--- src/rtl/vrr_pkg.sv ---
package vrr_pkg;
  localparam int LEN_W = 5;

  typedef enum logic [1:0] {SP_VAR = 2'd0, SP_RAM = 2'd1, SP_EEP = 2'd2} space_e;
  typedef enum logic [1:0] {CLR_NONE, CLR_HALT, CLR_OCCUR, CLR_CHOP} clr_e;

  localparam logic [7:0] OP_VARS   = 8'hE5;
  localparam logic [7:0] OP_RAM    = 8'hEA;
  localparam logic [7:0] OP_EEP    = 8'hE3;
  localparam logic [7:0] OP_CHOP   = 8'hEC;
  localparam logic [7:0] OP_HALT2  = 8'hB3;
  localparam logic [7:0] OP_OCCUR2 = 8'hB5;
  localparam logic [7:0] SHORT1_LO = 8'h81;
  localparam logic [7:0] SHORT2_LO = 8'hA1;
  localparam logic [7:0] SHORT2_HI = 8'hC0;

  typedef struct packed {
    space_e           space;
    logic [7:0]       ofs;
    logic [LEN_W-1:0] len;
    clr_e             clr;
  } setup_t;

  function automatic logic is_long_op(input logic [7:0] op);
    return (op == OP_VARS) || (op == OP_RAM) || (op == OP_EEP);
  endfunction

  function automatic space_e space_of(input logic [7:0] op);
    case (op)
      OP_RAM:  return SP_RAM;
      OP_EEP:  return SP_EEP;
      default: return SP_VAR;
    endcase
  endfunction
endpackage

--- src/rtl/vrr_cmd_decode.sv ---
module vrr_cmd_decode
  import vrr_pkg::*;
#(
  parameter int         MAX_READ = 15,
  parameter logic [7:0] CHOP_OFS = 8'h20
) (
  input  logic       clk,
  input  logic       rst_n,
  input  logic       wr_begin,
  input  logic       xfer_end,
  input  logic       rx_fire,
  input  logic [7:0] rx_data,
  output setup_t     setup
);
  typedef enum logic [1:0] {EXP_OP, EXP_OFS, SKIP} phase_e;

  localparam logic [LEN_W-1:0] FULL_LEN = LEN_W'(MAX_READ);

  phase_e     phase;
  logic [7:0] pend_op;
  logic [7:0] cur_op;

  logic             short_hit;
  setup_t           short_setup;

  always_comb begin
    short_hit         = 1'b0;
    short_setup.space = SP_VAR;
    short_setup.ofs   = 8'h00;
    short_setup.len   = LEN_W'(1);
    short_setup.clr   = CLR_NONE;
    if (rx_data == OP_CHOP) begin
      short_hit         = 1'b1;
      short_setup.ofs   = CHOP_OFS;
      short_setup.clr   = CLR_CHOP;
    end else if (rx_data >= SHORT2_LO && rx_data <= SHORT2_HI) begin
      short_hit         = 1'b1;
      short_setup.ofs   = rx_data - SHORT2_LO;
      short_setup.len   = LEN_W'(2);
      if (rx_data == OP_HALT2)  short_setup.clr = CLR_HALT;
      if (rx_data == OP_OCCUR2) short_setup.clr = CLR_OCCUR;
    end else if (rx_data >= SHORT1_LO && rx_data < SHORT2_LO) begin
      short_hit         = 1'b1;
      short_setup.ofs   = rx_data - SHORT1_LO;
    end
  end

  always_ff @(posedge clk) begin
    if (!rst_n) begin
      phase       <= SKIP;
      pend_op     <= 8'h00;
      cur_op      <= 8'h00;
      setup.space <= SP_VAR;
      setup.ofs   <= 8'h00;
      setup.len   <= FULL_LEN;
      setup.clr   <= CLR_NONE;
    end else if (wr_begin) begin
      phase <= EXP_OP;
    end else if (rx_fire) begin
      case (phase)
        EXP_OP: begin
          if (is_long_op(rx_data)) begin
            pend_op <= rx_data;
            phase   <= EXP_OFS;
          end else begin
            if (short_hit) begin
              setup  <= short_setup;
              cur_op <= 8'h00;
            end
            phase <= SKIP;
          end
        end
        EXP_OFS: begin
          setup.space <= space_of(pend_op);
          setup.ofs   <= rx_data;
          setup.len   <= FULL_LEN;
          setup.clr   <= CLR_NONE;
          cur_op      <= pend_op;
          phase       <= SKIP;
        end
        default: phase <= SKIP;
      endcase
    end else if (xfer_end) begin
      if (phase == EXP_OFS && pend_op != cur_op) begin
        setup.space <= space_of(pend_op);
        setup.ofs   <= 8'h00;
        setup.len   <= FULL_LEN;
        setup.clr   <= CLR_NONE;
        cur_op      <= pend_op;
      end
      phase <= SKIP;
    end
  end

  // the offset byte following a long opcode becomes the start offset
  assert_offset_capture_R1: assert property (@(posedge clk) disable iff (!rst_n)
    (rx_fire && !wr_begin && phase == EXP_OFS) |=> (setup.ofs == $past(rx_data)));

  // a bare repeat of the active long opcode keeps the offset
  assert_bare_keep_R4: assert property (@(posedge clk) disable iff (!rst_n)
    (xfer_end && !wr_begin && !rx_fire && phase == EXP_OFS && pend_op == cur_op)
      |=> $stable(setup.ofs));

  // bytes beyond the command leave the setup untouched
  assert_extra_ignored_R9: assert property (@(posedge clk) disable iff (!rst_n)
    (rx_fire && !wr_begin && phase == SKIP) |=> $stable(setup));
endmodule

--- src/rtl/vrr_read_stream.sv ---
module vrr_read_stream
  import vrr_pkg::*;
#(
  parameter int MAX_READ = 15,
  parameter int ADDR_W   = 8
) (
  input  logic              clk,
  input  logic              rst_n,
  input  logic              rd_begin,
  input  logic              xfer_end,
  input  setup_t            setup,
  output logic              tx_valid,
  input  logic              tx_ready,
  output logic [7:0]        tx_data,
  output logic [1:0]        mem_space,
  output logic [ADDR_W-1:0] mem_addr,
  input  logic [7:0]        mem_rdata,
  output logic              last_taken
);
  localparam int CW = $clog2(MAX_READ + 1);
  localparam logic [CW-1:0] CNT_MAX = CW'(MAX_READ);

  logic          active;
  logic [CW-1:0] cnt;
  logic          fire;
  logic          in_range;

  assign fire      = active && tx_ready;
  assign in_range  = (LEN_W'(cnt) < setup.len) && (cnt < CNT_MAX);
  assign tx_valid  = active;
  assign tx_data   = in_range ? mem_rdata : 8'h00;
  assign mem_space = setup.space;
  assign mem_addr  = ADDR_W'(setup.ofs) + ADDR_W'(cnt);
  assign last_taken = fire && in_range && (LEN_W'(cnt) == setup.len - LEN_W'(1));

  always_ff @(posedge clk) begin
    if (!rst_n) begin
      active <= 1'b0;
      cnt    <= '0;
    end else if (rd_begin) begin
      active <= 1'b1;
      cnt    <= '0;
    end else if (xfer_end) begin
      active <= 1'b0;
    end else if (fire && cnt != CNT_MAX) begin
      cnt <= cnt + CW'(1);
    end
  end

  // each accepted byte advances the pointer by exactly one
  assert_count_step_R2: assert property (@(posedge clk) disable iff (!rst_n)
    (fire && !rd_begin && !xfer_end && cnt != CNT_MAX) |=> (cnt == $past(cnt) + CW'(1)));

  // without a handshake the pointer holds
  assert_hold_backpressure_R11: assert property (@(posedge clk) disable iff (!rst_n)
    (active && !tx_ready && !rd_begin && !xfer_end) |=> $stable(mem_addr));
endmodule

--- src/rtl/vrr_clear_ctrl.sv ---
module vrr_clear_ctrl
  import vrr_pkg::*;
(
  input  logic clk,
  input  logic rst_n,
  input  logic last_taken,
  input  clr_e kind,
  output logic clr_halt,
  output logic clr_occur,
  output logic clr_chop
);
  always_ff @(posedge clk) begin
    if (!rst_n) begin
      clr_halt  <= 1'b0;
      clr_occur <= 1'b0;
      clr_chop  <= 1'b0;
    end else begin
      clr_halt  <= last_taken && (kind == CLR_HALT);
      clr_occur <= last_taken && (kind == CLR_OCCUR);
      clr_chop  <= last_taken && (kind == CLR_CHOP);
    end
  end

  // at most one clear strobe at a time, each lasting one cycle
  assert_one_strobe_R7: assert property (@(posedge clk) disable iff (!rst_n)
    $onehot0({clr_halt, clr_occur, clr_chop}));
  assert_strobe_pulse_R7: assert property (@(posedge clk) disable iff (!rst_n)
    (clr_halt || clr_occur || clr_chop) |=> !(clr_halt || clr_occur || clr_chop));
endmodule

--- src/rtl/var_readback_responder.sv ---
module var_readback_responder
  import vrr_pkg::*;
#(
  parameter int         MAX_READ = 15,
  parameter int         ADDR_W   = 8,
  parameter logic [7:0] CHOP_OFS = 8'h20
) (
  input  logic              clk,
  input  logic              rst_n,
  input  logic              wr_begin,
  input  logic              rd_begin,
  input  logic              xfer_end,
  input  logic              rx_valid,
  output logic              rx_ready,
  input  logic [7:0]        rx_data,
  output logic              tx_valid,
  input  logic              tx_ready,
  output logic [7:0]        tx_data,
  output logic [1:0]        mem_space,
  output logic [ADDR_W-1:0] mem_addr,
  input  logic [7:0]        mem_rdata,
  output logic              clr_halt,
  output logic              clr_occur,
  output logic              clr_chop
);
  setup_t setup;
  logic   last_taken;
  logic   rx_fire;

  assign rx_ready = !tx_valid;
  assign rx_fire  = rx_valid && rx_ready;

  vrr_cmd_decode #(.MAX_READ(MAX_READ), .CHOP_OFS(CHOP_OFS)) u_decode (
    .clk(clk), .rst_n(rst_n), .wr_begin(wr_begin), .xfer_end(xfer_end),
    .rx_fire(rx_fire), .rx_data(rx_data), .setup(setup)
  );

  vrr_read_stream #(.MAX_READ(MAX_READ), .ADDR_W(ADDR_W)) u_stream (
    .clk(clk), .rst_n(rst_n), .rd_begin(rd_begin), .xfer_end(xfer_end),
    .setup(setup), .tx_valid(tx_valid), .tx_ready(tx_ready), .tx_data(tx_data),
    .mem_space(mem_space), .mem_addr(mem_addr), .mem_rdata(mem_rdata),
    .last_taken(last_taken)
  );

  vrr_clear_ctrl u_clear (
    .clk(clk), .rst_n(rst_n), .last_taken(last_taken), .kind(setup.clr),
    .clr_halt(clr_halt), .clr_occur(clr_occur), .clr_chop(clr_chop)
  );

  // a clear strobe always follows a byte handshake
  assert_clear_after_take_R8: assert property (@(posedge clk) disable iff (!rst_n)
    (clr_halt || clr_occur || clr_chop) |-> $past(tx_valid && tx_ready));

  // the setup cannot change inside an open read transfer
  assert_setup_frozen_R11: assert property (@(posedge clk) disable iff (!rst_n)
    (tx_valid && $past(tx_valid)) |-> $stable(mem_space));
endmodule

--- config.mk ---
export PLATFORM = sky130hd
export DESIGN_NAME = var_readback_responder
export DESIGN_NICKNAME = d
export VERILOG_FILES = /design/src/rtl/vrr_pkg.sv /design/src/rtl/vrr_cmd_decode.sv /design/src/rtl/vrr_read_stream.sv /design/src/rtl/vrr_clear_ctrl.sv /design/src/rtl/var_readback_responder.sv
export SDC_FILE = /design/constraint.sdc
export NUM_CORES = 1
export LEC_CHECK = 0
export CAP_MARGIN = 10
export CELL_PAD_IN_SITES_DETAIL_PLACEMENT = 0
export CELL_PAD_IN_SITES_GLOBAL_PLACEMENT = 1
export CORE_ASPECT_RATIO = 0.9
export CORE_MARGIN = 3
export CORE_UTILIZATION = 35
export DETAILED_ROUTE_END_ITERATION = 8
export PLACE_DENSITY = 0.83
export RECOVER_POWER = 50
export SYNTH_ARGS = -nofsm -noshare
export SYNTH_HDL_FRONTEND = slang
export SYNTH_SLANG_ARGS = --single-unit
--- constraint.sdc ---
create_clock -name clk -period 7.95 [get_ports clk]
set_clock_uncertainty 0.05 [all_clocks]
set_input_delay 1.59 -clock clk [delete_from_list [all_inputs] [get_ports clk]]
set_output_delay 1.59 -clock clk [all_outputs]
set_load 0.01 [all_outputs]
# --- After elaboration in Yosys (flattened, before gate mapping) ---
# Cells that the tools add are included.
word_totals:
  output_inout_bits: 23
  regBits: 43
op_classes:
  n_lt_le_gt_ge: 6
  n_bitwise: 3
  reduce_logical: 25
  mux: 32
  n_eq_ne: 18
  n_addsub: 5
ops:
  columns: ["cell", "count"]
  rows:
  - ["2-to-1 mux 17 bit", 5]
  - ["2-to-1 mux 8 bit", 9]
  - ["== test 8 bit (second input constant)", 8]
  - ["case mux 17 bit (2 select lines)", 1]
  - [">= comparator 8 bit (second input constant)", 2]
  - ["case mux 8 bit (2 select lines)", 1]
  - ["subtractor 8 bit (second input constant)", 2]
  - ["2-to-1 mux 2 bit", 7]
  - ["logical AND 1 bit", 12]
  - ["adder 8 x 4 -> 8 bit", 1]
  - ["<= comparator 8 bit (second input constant)", 1]
  - ["less-than comparator 8 bit (second input constant)", 1]
  - ["!= test 8 bit", 1]
  - ["2-to-1 mux 1 bit", 6]
  - ["AND reduction 6 bit", 1]
  - ["nonzero test 2 bit", 3]
  - ["== test 4 x 5 -> 1 bit", 1]
  - ["less-than comparator 4 x 5 -> 1 bit", 1]
  - ["2-to-1 mux 5 bit", 1]
  - ["subtractor 5 x 1 -> 5 bit (second input constant)", 1]
  - ["adder 4 x 1 -> 4 bit (second input constant)", 1]
  - ["== test 2 x 1 -> 1 bit (second input constant)", 2]
  - ["== test 2 bit (second input constant)", 2]
  - ["less-than comparator 4 bit (second input constant)", 1]
  - ["14 further kinds", 18]

# --- Logic depth before layout (Yosys ltp) ---
# Gate-level depths: netlist of run 1.
logic_depth:
  depth_word: 9
  ltp_mapped: 11

# --- Hierarchy ---
# From an unflattened synthesis of run 1, not the netlist that was laid out.
hier_totals:
  cells_unflattened: 320
  area_unflattened_um2: 2803.9
by_module_without_submodules:
  columns: ["module", "instances", "cells_per_inst", "seq_area_each_um2", "area_per_inst_um2"]
  rows:
  - ["vrr_cmd_decode", 1, 228, 660.6, 1991.9]
  - ["vrr_read_stream", 1, 84, 100.1, 711.9]
  - ["vrr_clear_ctrl", 1, 6, 60.1, 90.1]
  - ["var_readback_responder", 1, 2, 0.0, 10.0]

# --- Worst setup path before layout of run 1 ---
# Ideal clock, no wire load.
synth_timing:
  path_kind: "input port to flip-flop"
  from: "input rx_data[0]"
  to: "register u_decode.setup[2] (netlist name)"
  path_stages: 10
  arrival_ns: 3.612
  slack_ns: 4.149
  required_ns: 7.761
  setup_time_ns: 0.139
  cell_sequence: "inv_1 -> ha_1 -> or4b_1 -> buf_2 -> or3_4 -> a31oi_4 -> a31oi_4 -> buf_6 -> nor3b_2 -> a31oi_1"
synth_between:
  elab_chain_cells: 8
synth_lines:
  columns: ["item", "line_no", "text"]
  rows:
  - ["start: declaration", "var_readback_responder.sv:15", "input logic [7:0] rx_data,"]
  - [">= comparator 8 bit / <= comparator 8 bit (equally long branches)", "vrr_cmd_decode.sv:36", "end else if (rx_data >= SHORT2_LO && rx_data <= SHORT2_HI) begin"]
  - ["logical AND 1 bit", "vrr_cmd_decode.sv:36", null]
  - ["2-to-1 mux 4 bit", "vrr_cmd_decode.sv:36", null]
  - ["2-to-1 mux 5 bit", "vrr_cmd_decode.sv:32", "if (rx_data == OP_CHOP) begin"]
  - ["2-to-1 mux 17 bit", "vrr_cmd_decode.sv:66", "if (short_hit) begin"]
  - ["2-to-1 mux 17 bit", "vrr_cmd_decode.sv:62", "if (is_long_op(rx_data)) begin"]
  - ["case mux 17 bit (2 select lines)", "vrr_cmd_decode.sv:60", "case (phase)"]
  - ["2-to-1 mux 17 bit", "vrr_cmd_decode.sv:59", "end else if (rx_fire) begin"]
# Parallel ways exist; a longest one is shown, timed or not. The select of a mux whose other input is x is not followed.
# A chain may end at the register's enable or synchronous reset.

# --- Final worst setup path of run 1 ---
layout_timing:
  from: "input rx_data[1]"
  to: "register u_decode.setup[7] (netlist name)"
layout_between:
  elab_chain_cells: 9
layout_lines:
  columns: ["item", "line_no", "text"]
  rows:
  - [">= comparator 8 bit / less-than comparator 8 bit (equally long branches)", "vrr_cmd_decode.sv:42", "end else if (rx_data >= SHORT1_LO && rx_data < SHORT2_LO) begin"]
  - ["logical AND 1 bit", "vrr_cmd_decode.sv:42", null]
  - ["2-to-1 mux 8 bit", "vrr_cmd_decode.sv:42", null]
  - ["2-to-1 mux 8 bit", "vrr_cmd_decode.sv:36", null]
  - ["2-to-1 mux 8 bit", "vrr_cmd_decode.sv:32", null]
  - ["2-to-1 mux 17 bit", "vrr_cmd_decode.sv:66", null]
  - ["2-to-1 mux 17 bit", "vrr_cmd_decode.sv:62", null]
  - ["case mux 17 bit (2 select lines)", "vrr_cmd_decode.sv:60", null]
  - ["2-to-1 mux 17 bit", "vrr_cmd_decode.sv:59", null]
# Parallel ways exist; a longest one is shown, timed or not. The select of a mux whose other input is x is not followed.

==> impl_metrics.csv, run 1 <==
group,metric,value,unit
clock_tree,numCtsBuffers,5,
yosys,ys_seq_elements,41,
placed_design,io_buffers,45,
status,outcome,"complete, but fails checks",
timing,max_freq,202.9,MHz
yosys,synthFlopType,"dfxtp_1",
yosys,yosysTopAreaCell,"dfxtp_1",
final_layout,drive_above_1_share,4.348,%
timing,tightest_slew,1.542,ns
floorplanning,core,0.006832,mm2
detailed_routing,drc,0,
detailed_routing,vias,2235,
clock_tree,holdBufCountCts,0,
critical_path,worst_setup_path_start_kind,"input pin",
clock_tree,clockRootBuffer,"clkbuf_8",
clock_tree,cts.sinks,41,
yosys,synthArstFlopShare,0,%
yosys,synth_top_cell_area_share,32.17,%
yosys,synth_edf_count,0,
timing,setup_viol,0,
yosys,syn_area,0.002551,mm2
critical_path,required,8.10,ns
critical_path,cp-end-kind,"flip-flop",
global_route,global_route.usage.total,14.79,%
global_route,grt_pass1_vias,1958,
timing,fin_tns_setup,0,ns
final_layout,design_area,0.003102,mm2
timing,hold_viol,0,
timing,final.setup.worst_slack,3.022,ns
yosys,yosysUniqueCellTypes,48,
detailed_routing,drtAntennaViolNets,0,
timing,finalCritPeriodShare,61.98,%
worst_hold_path,hold_path_class,"flip-flop to flip-flop",
placed_design,dp.final_hpwl,4.382,mm
yosys,synthTopCellsByArea,"dfxtp_1 32%, ha_1 7.8%, nand2_1 5.3%",
status,violations,"capacitance limit, slew limit",
global_route,grt_antenna_before_repair,0,
placed_design,place_area,0.003023,mm2
critical_path,path_class,"input pin to flip-flop",
clock_tree,clockBufferDepth,2,
yosys,syn-num-nets,348,
floorplanning,initial_core_util,37.34,%
floorplanning,die_width,96.00,um
detailed_routing,drtIter0Drc,113,
detailed_routing,viasPerCell,5.138,
yosys,synth-seq-area-share,32.17,%
yosys,synth_warnings,0,
floorplanning,rows,28,
final_layout,area_growth,21.58,%
timing,rsz0062_at_grt,"false",
detailed_routing,drt-total-wl,5.969,mm
floorplanning,ioPinCount,46,
placed_design,pre_cts_ws,2.835,ns
timing,relSlewSlack,-2.782,%
detailed_routing,firstDrtPassIters,4,
clock_tree,post_cts_buffers,0,
clock_tree,htreeDepth,2,
floorplanning,die_height,87.00,um
global_route,grt_max_degree,45,
final_layout,final_common_cell,"dfxtp_1",
clock_tree,cts_tree,"done",
timing,finalCriticalPeriod,4.928,ns
yosys,avgSynthCellArea,8.283,um2
critical_path,crit_chain,"dlygate4sd3_1, inv_1, ha_1, or4b_1, nor3_2, o22ai_1, a31oi_4, a31oi_4, o21ai_0, o22ai_1",
final_layout,fin_nets,384,
global_route,grt_first_pass_wirelength,9.742,mm
final_layout,finalCoreUtilization,45.40,%
timing,finalMaxSlewViolations,40,
final_layout,final_cell_mix,"41 x dfxtp_1, 36 x nand2_1, 29 x clkdlybuf4s50_1, 18 x nor2_1, 17 x nand3_1",
critical_path,critPathMaxStageDelay,0.98,ns
critical_path,crit_fanout,44,
power_and_ir_drop,leakage,1.210,nW
yosys,netlist_instances,308,
critical_path,crit_path_top_delay_cell,"a31oi_4",
critical_path,crit_family,"compound AO/OA/AOI/OAI gates",
clock_tree,cts_resized,0,
critical_path,path_buf_inv,2,
clock_tree,clock_latency,0.29,ns
final_layout,fill_cells,689,
final_layout,antennaDiodeCount,0,
global_route,grt-ovfl-total,0,
placed_design,place.gp.congestion,0.8859,
critical_path,worstPathArrival,5.08,ns
clock_tree,clk_pin_slew,0.08,ns
run,max_cap_violations,1,
detailed_routing,wire_per_inst,13.72,um
power_and_ir_drop,p_per_area,125.5,mW/mm2
power_and_ir_drop,peakVddDrop,0.06168,mV
floorplanning,dieArea,0.008351,mm2
## synthesized netlist by cell type (3+ instances only)
| cell | instances |
|---|---|
| buf_6 | 3 |
| o21ai_1 | 12 |
| o31ai_1 | 3 |
| nand2_1 | 36 |
| clkbuf_1 | 8 |
| nor3_1 | 8 |
| and2_1 | 8 |
| nor2_1 | 18 |
| nand4b_1 | 3 |
| nand3_1 | 17 |
| inv_1 | 13 |
| dfxtp_1 | 41 |
| o21ai_0 | 12 |
| xnor2_1 | 12 |
| o21a_1 | 4 |
| nor2b_1 | 11 |
| buf_2 | 4 |
| nor3b_2 | 3 |
| o22ai_1 | 8 |
| xor2_1 | 9 |
| nand2b_1 | 7 |
| ha_1 | 16 |
| mux2i_1 | 7 |
| nand4_1 | 5 |
| a21oi_1 | 10 |
## worst min-delay path: cells and delay by family (launching register included)
family	cells	cell delay [ns]
DFF	1	0.31
AOI/OAI and AO/OA	1	0.05
and+or+nand+nor	1	0.05
## power breakdown
part,switching [mW],total [mW],internal [mW]
Sequential,0.00110,0.207,0.206
Clock,0.0729,0.134,0.0609
Combinational,0.0251,0.0484,0.0232
Total,0.0992,0.389,0.290
## cells by family (layout without fill, tap and decap cells)
kind of cell | after synthesis | after routing | synth area share (%)
and+or+nand+nor | 129 | 129 | 27.27
AOI/OAI and AO/OA | 62 | 62 | 15.74
DFF | 41 | 41 | 32.17
buffers and inverters | 30 | 67 | 5.787
xor gates and xnor gates | 21 | 21 | 7.210
adders and majority gates | 17 | 17 | 8.632
muxes | 8 | 8 | 3.188
## path summary, 6_finish.rpt
check	slack, ns	depth (start not counted)	endpoint	startpoint
min	0.40	2	u_decode.setup[16]$_SDFFE_PN0P_	u_decode.setup[16]$_SDFFE_PN0P_
max reg2reg	5.03	7	u_decode.setup[7]$_SDFFE_PN0P_	u_stream.tx_valid$_SDFFE_PN0P_
min reg2reg	0.40	2	u_decode.setup[16]$_SDFFE_PN0P_	u_decode.setup[16]$_SDFFE_PN0P_
max	3.02	10	u_decode.setup[7]$_SDFFE_PN0P_	rx_data[1]
## sequential cells by signal (all words and copies together), names as in the netlist
register,cells
u_decode.setup,15
u_decode.cur_op,8
u_decode.pend_op,8
u_stream.cnt,4
u_decode.phase,2
u_clear.clr_chop,1
u_clear.clr_halt,1
u_clear.clr_occur,1
u_stream.tx_valid,1
## metal layers
metal	wire, um	global-route usage (%)	vias up	share of wire, %
met1	2926	21.77	1015	49
met5	0	0	-	0
met4	46	3.488	0	0.77
met2	2538	21.32	71	43
li1	-	-	1147	-
met3	458	3.976	2	7.7
## area by class of cell
type / count / area, um2 / share of cell area [%]
Tap cell: 90 / 112.6 / 3.631
Clock buffer: 6 / 72.57 / 2.340
Sequential cell: 41 / 820.8 / 26.46
Inverter: 13 / 48.80 / 1.573
Clock inverter: 2 / 10.01 / 0.3227
Timing Repair Buffer: 46 / 454.2 / 14.64
Multi-Input combinational cell: 237 / 1583 / 51.03
## through the flow
stage | power, mW | std cells | hold WS (ns)
after floorplan | 0.2370 | 308 | 0.3721
after global placement | 0.2610 | 427 | 0.3897
after detailed placement | 0.2609 | 427 | 0.3942
after CTS | 0.3924 | 435 | 0.4052
after global routing | 0.4068 | 435 | 0.4245
final | 0.3893 | 435 | 0.3965
(Power assumes the default switching activity.)
==> run 2: changes to the inputs <==
PLACE_DENSITY = 0.86   (was 0.83)
clock period = 4.1 ns   (was 7.95 ns; I/O delays follow)
==> run 2 against run 1 <==
The flow still finishes with violations (capacitance limit, slew limit). Worst setup slack worse by 2.7 ns. Combinational power is 110% higher. Design area increased by 2.3%. Clock-buffer cell count unchanged. Largest cell class unchanged. Highest routed layer unchanged.
==> impl_metrics.csv, run 2 (synthesized netlist as in run 1, its figures left out) <==
group,metric,value,unit
status,outcome,"complete, but fails checks",
status,violations,"capacitance limit, slew limit",
final_layout,top_regs,"u_decode.setup x15, u_decode.cur_op x8, u_decode.pend_op x8",
placed_design,dp_cells,435,
critical_path,crit_path_top_delay_cell,"a31oi_4",
run,max_cap_violations,1,
power_and_ir_drop,seqPwrFrac,51.5,%
timing,fin_tns_setup,0,ns
critical_path,r2r-end,"u_decode.setup[7]$_SDFFE_PN0P_",
clock_tree,clockRootBuffer,"clkbuf_8",
timing,hold_viol,0,
critical_path,worst_setup_path_start_kind,"input pin",
critical_path,critPathMaxStageDelay,0.89,ns
power_and_ir_drop,switching_power,0.1947,mW
critical_path,critPathLaunch,"rx_data[0]",
global_route,grt_pass1_vias,2042,
critical_path,cp-end-kind,"flip-flop",
floorplanning,initial_core_util,37.34,%
floorplanning,core,0.006832,mm2
critical_path,r2r_slack,1.50,ns
detailed_routing,vias,2296,
final_layout,drive_above_1_share,6.516,%
final_layout,stdcell_count,443,
clock_tree,cts_resized,0,
clock_tree,clock_latency,0.30,ns
global_route,grt_first_pass_wirelength,9.763,mm
detailed_routing,firstDrtPassIters,4,
timing,finalCriticalPeriod,3.752,ns
final_layout,final_common_cell,"dfxtp_1",
clock_tree,cts.sinks,41,
final_layout,regMostFlops,"u_decode.setup",
detailed_routing,viasPerCell,5.183,
clock_tree,holdBufCountCts,0,
critical_path,endpoint,"u_decode.setup[7]$_SDFFE_PN0P_",
worst_hold_path,hold_path_class,"flip-flop to flip-flop",
timing,max_freq,266.5,MHz
clock_tree,clk_pin_slew,0.08,ns
power_and_ir_drop,internal_power,0.5855,mW
floorplanning,rows,28,
timing,tightest_slew,1.552,ns
power_and_ir_drop,peakVddDrop,0.1257,mV
detailed_routing,drt-total-wl,5.896,mm
critical_path,reg2reg_depth,7,
final_layout,area_growth,24.33,%
timing,finalMaxSlewViolations,39,
power_and_ir_drop,leakage,1.245,nW
placed_design,dp.final_hpwl,4.490,mm
timing,finalCritPeriodShare,91.51,%
clock_tree,numCtsBuffers,5,
detailed_routing,drtIter0Drc,142,
clock_tree,cts_tree,"done",
global_route,global_route.usage.total,14.74,%
final_layout,antennaDiodeCount,0,
timing,relSlewSlack,-3.487,%
critical_path,worstPathArrival,3.91,ns
global_route,grt_max_degree,45,
critical_path,crit_fanout,44,
detailed_routing,drc,0,
floorplanning,dieArea,0.008351,mm2
global_route,grt-ovfl-total,0,
placed_design,place.gp.congestion,0.8762,
power_and_ir_drop,p_per_area,246.0,mW/mm2
power_and_ir_drop,swShare,24.96,%
critical_path,crit_chain,"clkdlybuf4s50_1, inv_1, ha_1, or4b_1, nor3_2, o22ai_1, a31oi_4, a31oi_4, o21ai_0, o22ai_1",
final_layout,final_cell_mix,"41 x dfxtp_1, 36 x nand2_1, 32 x clkdlybuf4s50_1, 18 x nor2_1, 17 x nand3_1",
final_layout,fin_nets,392,
floorplanning,die_height,87.00,um
timing,rsz0062_at_grt,"false",
floorplanning,ioPinCount,46,
global_route,grt_antenna_before_repair,0,
critical_path,r2r-start,"u_stream.tx_valid$_SDFFE_PN0P_",
power_and_ir_drop,clkPwrFrac,35.7,%
floorplanning,die_width,96.00,um
clock_tree,clockBufferDepth,2,
detailed_routing,drtAntennaViolNets,0,
critical_path,required,4.26,ns
placed_design,io_buffers,45,
detailed_routing,wire_per_inst,13.31,um
timing,setup_viol,0,
final_layout,largest_reg_flops,15,
critical_path,path_class,"input pin to flip-flop",
power_and_ir_drop,comb_power_share,12.8,%
clock_tree,htreeDepth,2,
final_layout,fill_cells,670,
-- run 2: per-stage QoR --
stage | instance area [um2] | setup WS, ns | utilization (%) | power (mW) | hold slack (ns)
CTS | 3179 | 0.3396 | 46.54 | 0.7917 | 0.4075
detailed placement | 3083 | 0.01489 | 45.13 | 0.5114 | 0.3897
global placement | 3083 | 0.2572 | 45.13 | 0.5112 | 0.3938
global route | 3172 | 0.007030 | 46.43 | 0.8125 | 0.4216
finish | 3172 | 0.3481 | 46.43 | 0.7802 | 0.4019
floorplan | 2551 | 1.069 | - | 0.4596 | 0.3721
-- run 2: critical path: cells and delay by family --
| family | cells | cell delay, ns |
|---|---|---|
| adder cells (fa/ha/maj) | 1 | 0.27 |
| buffers and inverters | 2 | 0.57 |
| AND/OR/NAND/NOR | 2 | 0.38 |
| AO/OA/AOI/OAI | 5 | 1.87 |
-- run 2: cell type report --
cell class	instances	area, um2	share of cell area, %
repair buffers	54	510.5	16.09
inverters	13	48.80	1.538
clock buffers	6	82.58	2.604
clock inverters	2	13.76	0.4339
flip-flops and latches	41	820.8	25.88
well taps	90	112.6	3.550
multi-input cells	237	1583	49.90
-- run 2: worst min-delay path by stage --
stage | from | to | slack [ns] | cells past startpoint
3_3_place_gp | u_decode.setup[0]$_SDFFE_PN0P_ | u_clear.clr_occur$_SDFF_PN0_ | 0.39 | 1
4_1_cts | u_decode.setup[15]$_SDFFE_PN0P_ | u_decode.setup[15]$_SDFFE_PN0P_ | 0.41 | 2
5_1_grt | u_decode.setup[15]$_SDFFE_PN0P_ | u_decode.setup[15]$_SDFFE_PN0P_ | 0.42 | 2
2_1_floorplan | u_decode.setup[0]$_SDFFE_PN0P_ | u_clear.clr_occur$_SDFF_PN0_ | 0.37 | 1
6_report | u_decode.setup[15]$_SDFFE_PN0P_ | u_decode.setup[15]$_SDFFE_PN0P_ | 0.40 | 2
3_5_place_dp | u_decode.setup[0]$_SDFFE_PN0P_ | u_clear.clr_occur$_SDFF_PN0_ | 0.39 | 1
-- run 2: power by group through the flow --
stage	sequential [mW]	combinational [mW]	clock, mW
2_1_floorplan	0.411	0.0489	0
3_3_place_gp	0.411	0.100	0
3_5_place_dp	0.411	0.100	0
4_1_cts	0.402	0.101	0.289
5_1_grt	0.402	0.109	0.301
6_report	0.402	0.0998	0.279
-- run 2: per-layer routing --
| metal | wire (um) | vias to the layer above | part of all wire, % | global-route usage, % |
|---|---|---|---|---|
| met2 | 2515 | 63 | 43 | 21.32 |
| met4 | 76 | 0 | 1.3 | 4.264 |
| met5 | 0 | - | 0 | 0 |
| met3 | 394 | 8 | 6.7 | 3.457 |
| li1 | - | 1164 | - | - |
| met1 | 2910 | 1061 | 49 | 21.61 |
-- run 2: repair_timing --
action | in CTS | in global routing
endpoints found under the hold margin | 0 | 0
endpoints found under the setup margin | 0 | 1
buffers inserted | 0 | 0
